==> src/rtl/excPkg.sv <==
package excPkg;
  localparam int REG_BAD    = 8;
  localparam int REG_STATUS = 12;
  localparam int REG_CAUSE  = 13;
  localparam int REG_EPC    = 14;

  localparam logic [3:0] CODE_IRQ      = 4'd0;
  localparam logic [3:0] CODE_ADR_LOAD = 4'd4;
  localparam logic [3:0] CODE_ADR_STOR = 4'd5;

  typedef struct packed {
    logic       takeSync;
    logic       takeIrq;
    logic       doRet;
    logic       wrStatus;
    logic       wrCause;
    logic [4:0] ackLine;
  } ctrlStrobes_t;
endpackage

==> src/rtl/excControl.sv <==
module excControl
  import excPkg::*;
#(
  parameter int HW = 5,
  parameter int SW = 2,
  parameter int AW = 5
) (
  input  logic              excReq,
  input  logic              instrBoundary,
  input  logic              retExc,
  input  logic              regWe,
  input  logic [AW-1:0]     regAddr,
  input  logic              curEn,
  input  logic [HW+SW-1:0]  maskLow,
  input  logic [HW-1:0]     hwPend,
  input  logic [SW-1:0]     swPend,
  output ctrlStrobes_t      str,
  output logic              takeExc
);
  logic [HW+SW-1:0] allowed;
  logic [HW-1:0]    hwAvail;
  logic [HW-1:0]    ackOne;
  logic             irqTake;

  assign allowed = {hwPend, swPend} & maskLow;
  assign hwAvail = hwPend & maskLow[SW +: HW];
  assign irqTake = instrBoundary & curEn & (|allowed) & ~excReq;
  assign takeExc = excReq | irqTake;

  // highest-numbered allowed hardware line wins the acknowledge
  always_comb begin
    ackOne = '0;
    for (int i = 0; i < HW; i++) begin
      if (hwAvail[i]) ackOne = {{(HW-1){1'b0}}, 1'b1} << i;
    end
  end

  always_comb begin
    str          = '0;
    str.takeSync = excReq;
    str.takeIrq  = irqTake;
    str.doRet    = retExc & ~takeExc;
    str.wrStatus = regWe & ~takeExc & (regAddr == AW'(REG_STATUS));
    str.wrCause  = regWe & ~takeExc & (regAddr == AW'(REG_CAUSE));
    str.ackLine  = irqTake ? ackOne : '0;
  end
endmodule

==> src/rtl/excDatapath.sv <==
module excDatapath
  import excPkg::*;
#(
  parameter int XLEN = 32,
  parameter int HW   = 5,
  parameter int SW   = 2,
  parameter int MW   = 8,
  parameter int CW   = 4,
  parameter int AW   = 5
) (
  input  logic             clk,
  input  logic             rstN,
  input  ctrlStrobes_t     str,
  input  logic [CW-1:0]    excCode,
  input  logic [XLEN-1:0]  instrPc,
  input  logic [XLEN-1:0]  faultAddr,
  input  logic [HW-1:0]    hwIrq,
  input  logic [AW-1:0]    regAddr,
  input  logic [XLEN-1:0]  regWdata,
  output logic [XLEN-1:0]  regRdata,
  output logic [5:0]       stackQ,
  output logic [MW-1:0]    maskQ,
  output logic [HW-1:0]    hwPendQ,
  output logic [SW-1:0]    swPendQ,
  output logic [CW-1:0]    codeQ
);
  localparam int MASK_LSB = 8;
  localparam int CODE_LSB = 2;
  localparam int SWP_LSB  = 8;
  localparam int HWP_LSB  = SWP_LSB + SW;

  logic [XLEN-1:0] epcQ;
  logic [XLEN-1:0] badQ;
  logic [XLEN-1:0] statusWord;
  logic [XLEN-1:0] causeWord;
  logic            anyTake;
  logic            unusedWdata;

  assign anyTake     = str.takeSync | str.takeIrq;
  assign unusedWdata = ^{regWdata[XLEN-1:MASK_LSB+MW], regWdata[MASK_LSB-1:6]};

  always_ff @(posedge clk or negedge rstN) begin
    if (!rstN) begin
      stackQ <= '0;
    end else if (anyTake) begin
      stackQ <= {stackQ[3:0], 2'b00};
    end else if (str.doRet) begin
      stackQ <= {stackQ[5:4], stackQ[5:2]};
    end else if (str.wrStatus) begin
      stackQ <= regWdata[5:0];
    end
  end

  always_ff @(posedge clk or negedge rstN) begin
    if (!rstN) begin
      maskQ   <= '0;
      swPendQ <= '0;
    end else begin
      if (str.wrStatus) maskQ   <= regWdata[MASK_LSB +: MW];
      if (str.wrCause)  swPendQ <= regWdata[SWP_LSB +: SW];
    end
  end

  for (genvar g = 0; g < HW; g++) begin : gPend
    always_ff @(posedge clk or negedge rstN) begin
      if (!rstN) hwPendQ[g] <= 1'b0;
      else       hwPendQ[g] <= (hwPendQ[g] & ~str.ackLine[g]) | hwIrq[g];
    end
  end

  always_ff @(posedge clk or negedge rstN) begin
    if (!rstN) begin
      codeQ <= '0;
      epcQ  <= '0;
      badQ  <= '0;
    end else if (anyTake) begin
      epcQ  <= instrPc;
      codeQ <= str.takeSync ? excCode : CW'(CODE_IRQ);
      if (str.takeSync && (excCode == CW'(CODE_ADR_LOAD) || excCode == CW'(CODE_ADR_STOR)))
        badQ <= faultAddr;
    end
  end

  always_comb begin
    statusWord                  = '0;
    statusWord[5:0]             = stackQ;
    statusWord[MASK_LSB +: MW]  = maskQ;
    causeWord                   = '0;
    causeWord[CODE_LSB +: CW]   = codeQ;
    causeWord[SWP_LSB +: SW]    = swPendQ;
    causeWord[HWP_LSB +: HW]    = hwPendQ;
  end

  always_comb begin
    case (regAddr)
      AW'(REG_BAD):    regRdata = badQ;
      AW'(REG_STATUS): regRdata = statusWord;
      AW'(REG_CAUSE):  regRdata = causeWord;
      AW'(REG_EPC):    regRdata = epcQ;
      default:         regRdata = '0;
    endcase
  end
endmodule

==> src/rtl/trapCoproc.sv <==
module trapCoproc
  import excPkg::*;
#(
  parameter int          XLEN       = 32,
  parameter int          HW         = 5,
  parameter int          SW         = 2,
  parameter int          MW         = 8,
  parameter int          CW         = 4,
  parameter int          AW         = 5,
  parameter logic [31:0] HANDLER_PC = 32'h8000_0080
) (
  input  logic            clk,
  input  logic            rstN,
  input  logic            excReq,
  input  logic [CW-1:0]   excCode,
  input  logic [XLEN-1:0] instrPc,
  input  logic [XLEN-1:0] faultAddr,
  input  logic [HW-1:0]   hwIrq,
  input  logic            instrBoundary,
  input  logic            retExc,
  input  logic [AW-1:0]   regAddr,
  input  logic            regWe,
  input  logic [XLEN-1:0] regWdata,
  output logic [XLEN-1:0] regRdata,
  output logic            takeExc,
  output logic [XLEN-1:0] handlerPc,
  output logic            squashWb,
  output logic            userMode,
  output logic            intEn
);
  ctrlStrobes_t  str;
  logic [5:0]    stackQ;
  logic [MW-1:0] maskQ;
  logic [HW-1:0] hwPendQ;
  logic [SW-1:0] swPendQ;
  logic [CW-1:0] codeQ;
  logic          unusedMask;

  assign unusedMask = ^maskQ[MW-1:HW+SW];

  excControl #(.HW(HW), .SW(SW), .AW(AW)) u_ctrl (
    .excReq(excReq), .instrBoundary(instrBoundary), .retExc(retExc),
    .regWe(regWe), .regAddr(regAddr), .curEn(stackQ[0]),
    .maskLow(maskQ[HW+SW-1:0]), .hwPend(hwPendQ), .swPend(swPendQ),
    .str(str), .takeExc(takeExc)
  );

  excDatapath #(.XLEN(XLEN), .HW(HW), .SW(SW), .MW(MW), .CW(CW), .AW(AW)) u_dp (
    .clk(clk), .rstN(rstN), .str(str), .excCode(excCode), .instrPc(instrPc),
    .faultAddr(faultAddr), .hwIrq(hwIrq), .regAddr(regAddr), .regWdata(regWdata),
    .regRdata(regRdata), .stackQ(stackQ), .maskQ(maskQ), .hwPendQ(hwPendQ),
    .swPendQ(swPendQ), .codeQ(codeQ)
  );

  assign handlerPc = HANDLER_PC;
  assign squashWb  = excReq;
  assign userMode  = stackQ[1];
  assign intEn     = stackQ[0];
endmodule

==> config.mk <==
export PLATFORM = sky130hd
export DESIGN_NAME = trapCoproc
export DESIGN_NICKNAME = d
export VERILOG_FILES = /design/src/rtl/excPkg.sv /design/src/rtl/excControl.sv /design/src/rtl/excDatapath.sv /design/src/rtl/trapCoproc.sv
export SDC_FILE = /design/constraint.sdc
export NUM_CORES = 1
export LEC_CHECK = 0
export CORE_ASPECT_RATIO = 1.5
export CORE_MARGIN = 3
export CORE_UTILIZATION = 30
export DETAILED_ROUTE_END_ITERATION = 12
export GPL_TIMING_DRIVEN = 0
export PLACE_DENSITY_LB_ADDON = 0.1
export SLEW_MARGIN = 10
export SYNTH_ARGS = -nofsm -noshare
export SYNTH_HDL_FRONTEND = slang
export SYNTH_SLANG_ARGS = --single-unit
==> constraint.sdc <==
create_clock -name clk -period 2.2 [get_ports clk]
set_input_delay 0.22 -clock clk [delete_from_list [all_inputs] [get_ports clk]]
set_output_delay 0.22 -clock clk [all_outputs]
set_load 0.03 [all_outputs]
Yosys cells after proc, flatten, opt, wreduce, memory -nomap -nowiden
Index checks and enable logic that the tools add are counted.
{"block": "classes", "n_eq_ne": 7, "n_mux": 11, "n_bitwise": 27, "n_reduce_logical": 7}
{"op": "$pmux 32 s4", "n": 1}
{"op": "$eq 5x4->1 const B", "n": 4}
{"op": "$mux 6", "n": 3}
{"op": "$and 1x1->1", "n": 12}
{"op": "$mux 5", "n": 2}
{"op": "$eq 4x3->1 const B", "n": 2}
{"op": "$mux 4", "n": 2}
{"op": "$and 7x7->7", "n": 1}
{"op": "$not 1->1", "n": 7}
{"op": "$reduce_or 7->1", "n": 1}
{"op": "$or 1x1->1", "n": 6}
{"op": "$and 5x5->5", "n": 1}
{"op": "$reduce_and 2->1", "n": 2}
{"op": "$mux 3", "n": 1}
{"op": "$reduce_bool 3->1", "n": 1}
{"op": "$mux 2", "n": 1}
{"op": "$ne 2x1->1 const B", "n": 1}
{"op": "$reduce_bool 2->1", "n": 1}
{"op": "$logic_and 1x1->1", "n": 1}
{"op": "$logic_or 1x1->1", "n": 1}
{"op": "$mux 1", "n": 1}
{"block": "word_totals", "ff_bits": 89, "in_bits": 116, "out_inout_bits": 68, "word_cells": 64}

Depth between registers and ports, before layout
{"block": "logic_depth", "word_depth": 11, "ltp_mapped": 7, "mapped_depth_nobuf": 5}

By module
From an unflattened synthesis, not the netlist that was laid out.
{"block": "unflattened", "hier_cells": 353, "hier_area_um2": 4416.7}
{"mod": "excDatapath", "instances": 1, "cells_each": 291, "area_per_inst_um2": 3996.3, "seq_area_each_um2": 2227.1}
{"mod": "trapCoproc", "instances": 1, "cells_each": 35, "area_per_inst_um2": 255.2, "seq_area_each_um2": 0.0}
{"mod": "excControl", "instances": 1, "cells_each": 27, "area_per_inst_um2": 165.2, "seq_area_each_um2": 0.0}

Least setup slack after synthesis
Ideal clock, no wire load.
{"block": "synth_path", "kind": "flip-flop to flip-flop", "from": "register u_dp.maskQ[4]", "to": "register u_dp.epcQ[8]", "setup_time_ns": 0.128, "arrival_ns": 1.952, "required_time_ns": 2.072, "slack_ns": 0.120, "path_stages_with_launch": 8, "path_buffers": 2, "synth_period_minus_slack_ns": 2.080, "cell_sequence": "dfrtp_1 a222oi_1 a31oi_1 nor2_2 inv_2 buf_6 buf_6 mux2_1"}
{"block": "synth_via", "elab_chain_cells": 5}
{"item": "start, declared", "line": "excDatapath.sv:22", "rtl": "output logic [MW-1:0] maskQ,"}
{"item": "start signal, assigned", "line": "excDatapath.sv:59", "rtl": "if (str.wrStatus) maskQ <= regWdata[MASK_LSB +: MW];"}
{"item": "$and 7x7->7", "line": "excControl.sv:25", "rtl": "assign allowed = {hwPend, swPend} & maskLow;"}
{"item": "$reduce_or 7->1", "line": "excControl.sv:27", "rtl": "assign irqTake = instrBoundary & curEn & (|allowed) & ~excReq;"}
{"item": "$and 1x1->1 (2 in series)", "line": "excControl.sv:27"}
{"item": "$or 1x1->1"}
{"item": "via takeExc", "line": "trapCoproc.sv:25", "rtl": "output logic takeExc,"}
{"item": "end signal, assigned", "line": "excDatapath.sv:77", "rtl": "epcQ <= instrPc;"}
{"item": "end, declared", "line": "excDatapath.sv:32", "rtl": "logic [XLEN-1:0] epcQ;"}
The timed path passes the listed nets, and every way through them passes these cells.
A chain may end at the register's enable or synchronous reset.

Worst setup path in the final report
{"block": "layout_path", "from": "input regAddr[3]", "to": "output regRdata[0]"}
{"block": "layout_via", "elab_chain_cells": 2, "word_cells_on_any_way": 5, "cone_classes": "eq/ne: 4; mux: 1"}
{"item": "start, declared", "line": "trapCoproc.sv:21", "rtl": "input logic [AW-1:0] regAddr,"}
{"item": "$eq 5x4->1", "line": "excDatapath.sv:95", "rtl": "case (regAddr)"}
{"item": "$pmux 32 s4 (*)", "line": "excDatapath.sv:95"}
{"item": "end, declared", "line": "trapCoproc.sv:24", "rtl": "output logic [XLEN-1:0] regRdata,"}
Every way passes the cells marked *; elsewhere a longest branch is shown, timed or not.

==> flow_metrics.tcl <==
set metrics [dict create \
    status "finished, final reports clean" \
    clk_pin_slew_worst_paths_ps 70 \
    rsz0062_at_grt "true" \
    drc 0 \
    area_growth_pct 51.3 \
    fillerInstances 1333 \
    worst_path_max_delay_cell "clkdlybuf4s50_1" \
    max_freq_mhz 471 \
    ios 184 \
    switching_share_pct 26.1 \
    cpMostUsedCell "buf_4" \
    p_sw_uw 1160 \
    post-dp-hpwl_um 9770 \
    drtPass1Iterations 6 \
    vdd_drop_max_uv 462 \
    core_area_sq_um 13700 \
    rows 52 \
    drtIter0Drc 120 \
    vias 3451 \
    wl_met3_um 1030 \
    power_density_nw_per_um2 684 \
    max_slew_margin_pct 62.5 \
    yosysSeqAreaShare_pct 51.8 \
    startpoint_type "input port" \
    synth_edf_count 0 \
    tightest_slew_ps 561 \
    die_height_um 153 \
    synth_warnings 0 \
    cts_tree "built" \
    stdcell_count 736 \
    grt_pass1_vias 3704 \
    drt_wl_total_um 13300 \
    drtAntennaViolNets 0 \
    hold_viol 0 \
    grt_first_pass_wirelength_um 20300 \
    drive_above_1_share_pct 36.9 \
    regArea_sq_um 2230 \
    die_area_sq_um 15800 \
    ys.flop_type "dfrtp_1" \
    required_ps 1980 \
    cts_max_path_buffers 2 \
    setup_violations 0 \
    drv_cap 0 \
    crit_arrival_ps 1900 \
    yosys.area.top_type_share_pct 51.8 \
    grt_max_degree 55 \
    synth_top_cell_by_area "dfrtp_1" \
    period_share_pct 96.5 \
    post-place-cells 701 \
    wl_met1_um 5000 \
    nets 659 \
    cts_made_buffers 9 \
    cp_slowest_stage_delay_ps 490 \
    port_buffers 133 \
    cp-end-kind "output port" \
    antenna_found_initial 0 \
    multi_input_area_sq_um 1890 \
    grtUsageTotal_pct 16.5 \
    async_flop_share_pct 100 \
    overflow 0 \
    post-place-ws_ps -1400 \
    vias_per_cell 4.69 \
    gp_congestion 0.798 \
    path_cells "clkdlybuf4s50_1 -> nand3b_1 -> buf_4 -> nor3b_4 -> buf_6 -> clkbuf_16 -> a22oi_1 -> nand2_1 -> buf_4" \
    pwr-share-seq_pct 45.3 \
    ys_ff_latch 89 \
    path_class "in2out" \
    top_layer "met4" \
    start_util_pct 31.3 \
    final.setup_skew_ps 5.92 \
    die_w_um 104 \
    hold_class "in2async" \
    clkPwrFrac_pct 34.5 \
    power.internal_uw 3290 \
    clock-sinks 89 \
    postSynthCellCount 348 \
    timing.final.max_slew_violations 0 \
    num_antenna_cells 0 \
    wl_met2_um 6880 \
    wl_per_cell_um 18.0 \
    cts_root_buf "clkbuf_16" \
    path_max_fanout 10 \
    synth_cell_types 39 \
    syn_area_sq_um 4300 \
    clk_latency_ps 330 \
    synth_area_leaders "dfrtp_1 (52%), mux2_2 (19%), buf_4 (5.8%)" \
    p_leak_uw 0.00292 \
    layout_min_cycle_time_ps 2120 \
    cts-htree-levels 3 \
    comb_power_share_pct 20.2 \
    synth_common_cells "dfrtp_1 (89), mux2_2 (72), buf_4 (33), a22oi_1 (27), nand2_1 (25)" \
    syn_area_per_cell_sq_um 12.3 \
    setup_ws_ps 76.8 \
    synth.most_common_cell "dfrtp_1" \
]
## state kept, by name, summed over array words and instances, names as in the netlist
| register | flops |
|---|---|
| u_dp.swPendQ | 2 |
| u_dp.maskQ | 8 |
| u_dp.stackQ | 6 |
| u_dp.codeQ | 4 |
| u_dp.hwPendQ | 5 |
| u_dp.epcQ | 32 |
| u_dp.badQ | 32 |
## cell families (layout without fill, tap and decap cells)
family | count (synthesis) | count (layout) | share of synthesized area, %
DFF | 89 | 89 | 51.8
buffers and inverters | 57 | 226 | 8.27
and+or+nand+nor | 54 | 54 | 7.08
muxes | 76 | 76 | 20.1
AOI/OAI and AO/OA | 70 | 70 | 12.6
other | 2 | 32 | 0.175
## power groups by stage
stage / Combinational (uW) / Clock, uW / Sequential [uW]
4_1_cts: 884 / 1580 / 2010
3_3_place_gp: 816 / 0 / 2040
6_report: 899 / 1530 / 2010
3_5_place_dp: 837 / 0 / 2050
2_1_floorplan: 494 / 0 / 2010
5_1_grt: 968 / 1660 / 2040
## cell type report
type	instances	area share (%)
Timing Repair Buffer	155	21.6
Sequential cell	89	34.3
Inverter	4	0.231
Tap cell	189	3.64
Clock buffer	10	3.68
Buffer	52	6.60
Multi-Input combinational cell	232	29.1
Clock inverter	5	0.866
## critical path, delay by kind of cell
kind	cells	cell delay, ps
simple gates	3	440
compound gates	1	70
buf+inv	5	1170
## worst paths after layout
check / startpoint / to / slack (ps) / depth (start not counted)
max in group asynchronous: rstN / u_dp.epcQ[8] / 1170 / 3
max reg2reg: u_dp.maskQ[0] / u_dp.maskQ[3] / 100 / 5
min: rstN / u_dp.epcQ[19] / 380 / 2
min in group clk: hwIrq[0] / u_dp.hwPendQ[0] / 460 / 2
max: regAddr[3] / regRdata[0] / 80 / 9
min reg2reg: u_dp.epcQ[8] / u_dp.epcQ[8] / 500 / 1
## placed cells by master (no fill, tap or decap), drive strengths merged, types with 3 or more instances in the layout
master,synthesis,final
nand2b,3,3
nor3,3,3
a21o,5,5
nor2,4,4
a22oi,27,27
nand4b,3,3
nand2,25,25
a22o,18,18
conb,2,32
mux2,75,75
clkinv,0,3
nor2b,4,4
buf,37,91
o21ai,8,8
clkbuf,16,26
clkdlybuf4s50,0,95
inv,4,4
dfrtp,89,89
## repair_timing
action                     CTS  global route
resized for setup          209            31
setup buffers               13             7
pin swaps                    7             5
hold endpoints to repair    35             0
hold buffers                 1             0
setup endpoints to repair  114            60
## metal layers
layer	up-vias	GRT usage, %
li1	1600	-
met1	1688	18.2
met2	144	29.6
met3	19	5.04
met4	0	6.21
met5	-	0
## per-stage QoR
step / setup TNS [ps] / total power, uW / area [sq um] / hold slack, ps / utilization (%)
2_1_floorplan: 0 / 2500 / 4410 / -75.6 / -
3_3_place_gp: -291390 / 2860 / 5980 / 482 / 43.5
3_5_place_dp: -69970 / 2890 / 6000 / 224 / 43.7
4_1_cts: 0 / 4480 / 6390 / 396 / 46.5
5_1_grt: -8.06 / 4670 / 6500 / 428 / 47.4
6_report: 0 / 4450 / 6500 / 383 / 47.4
Note: power is estimated with default switching activity, not from simulation.
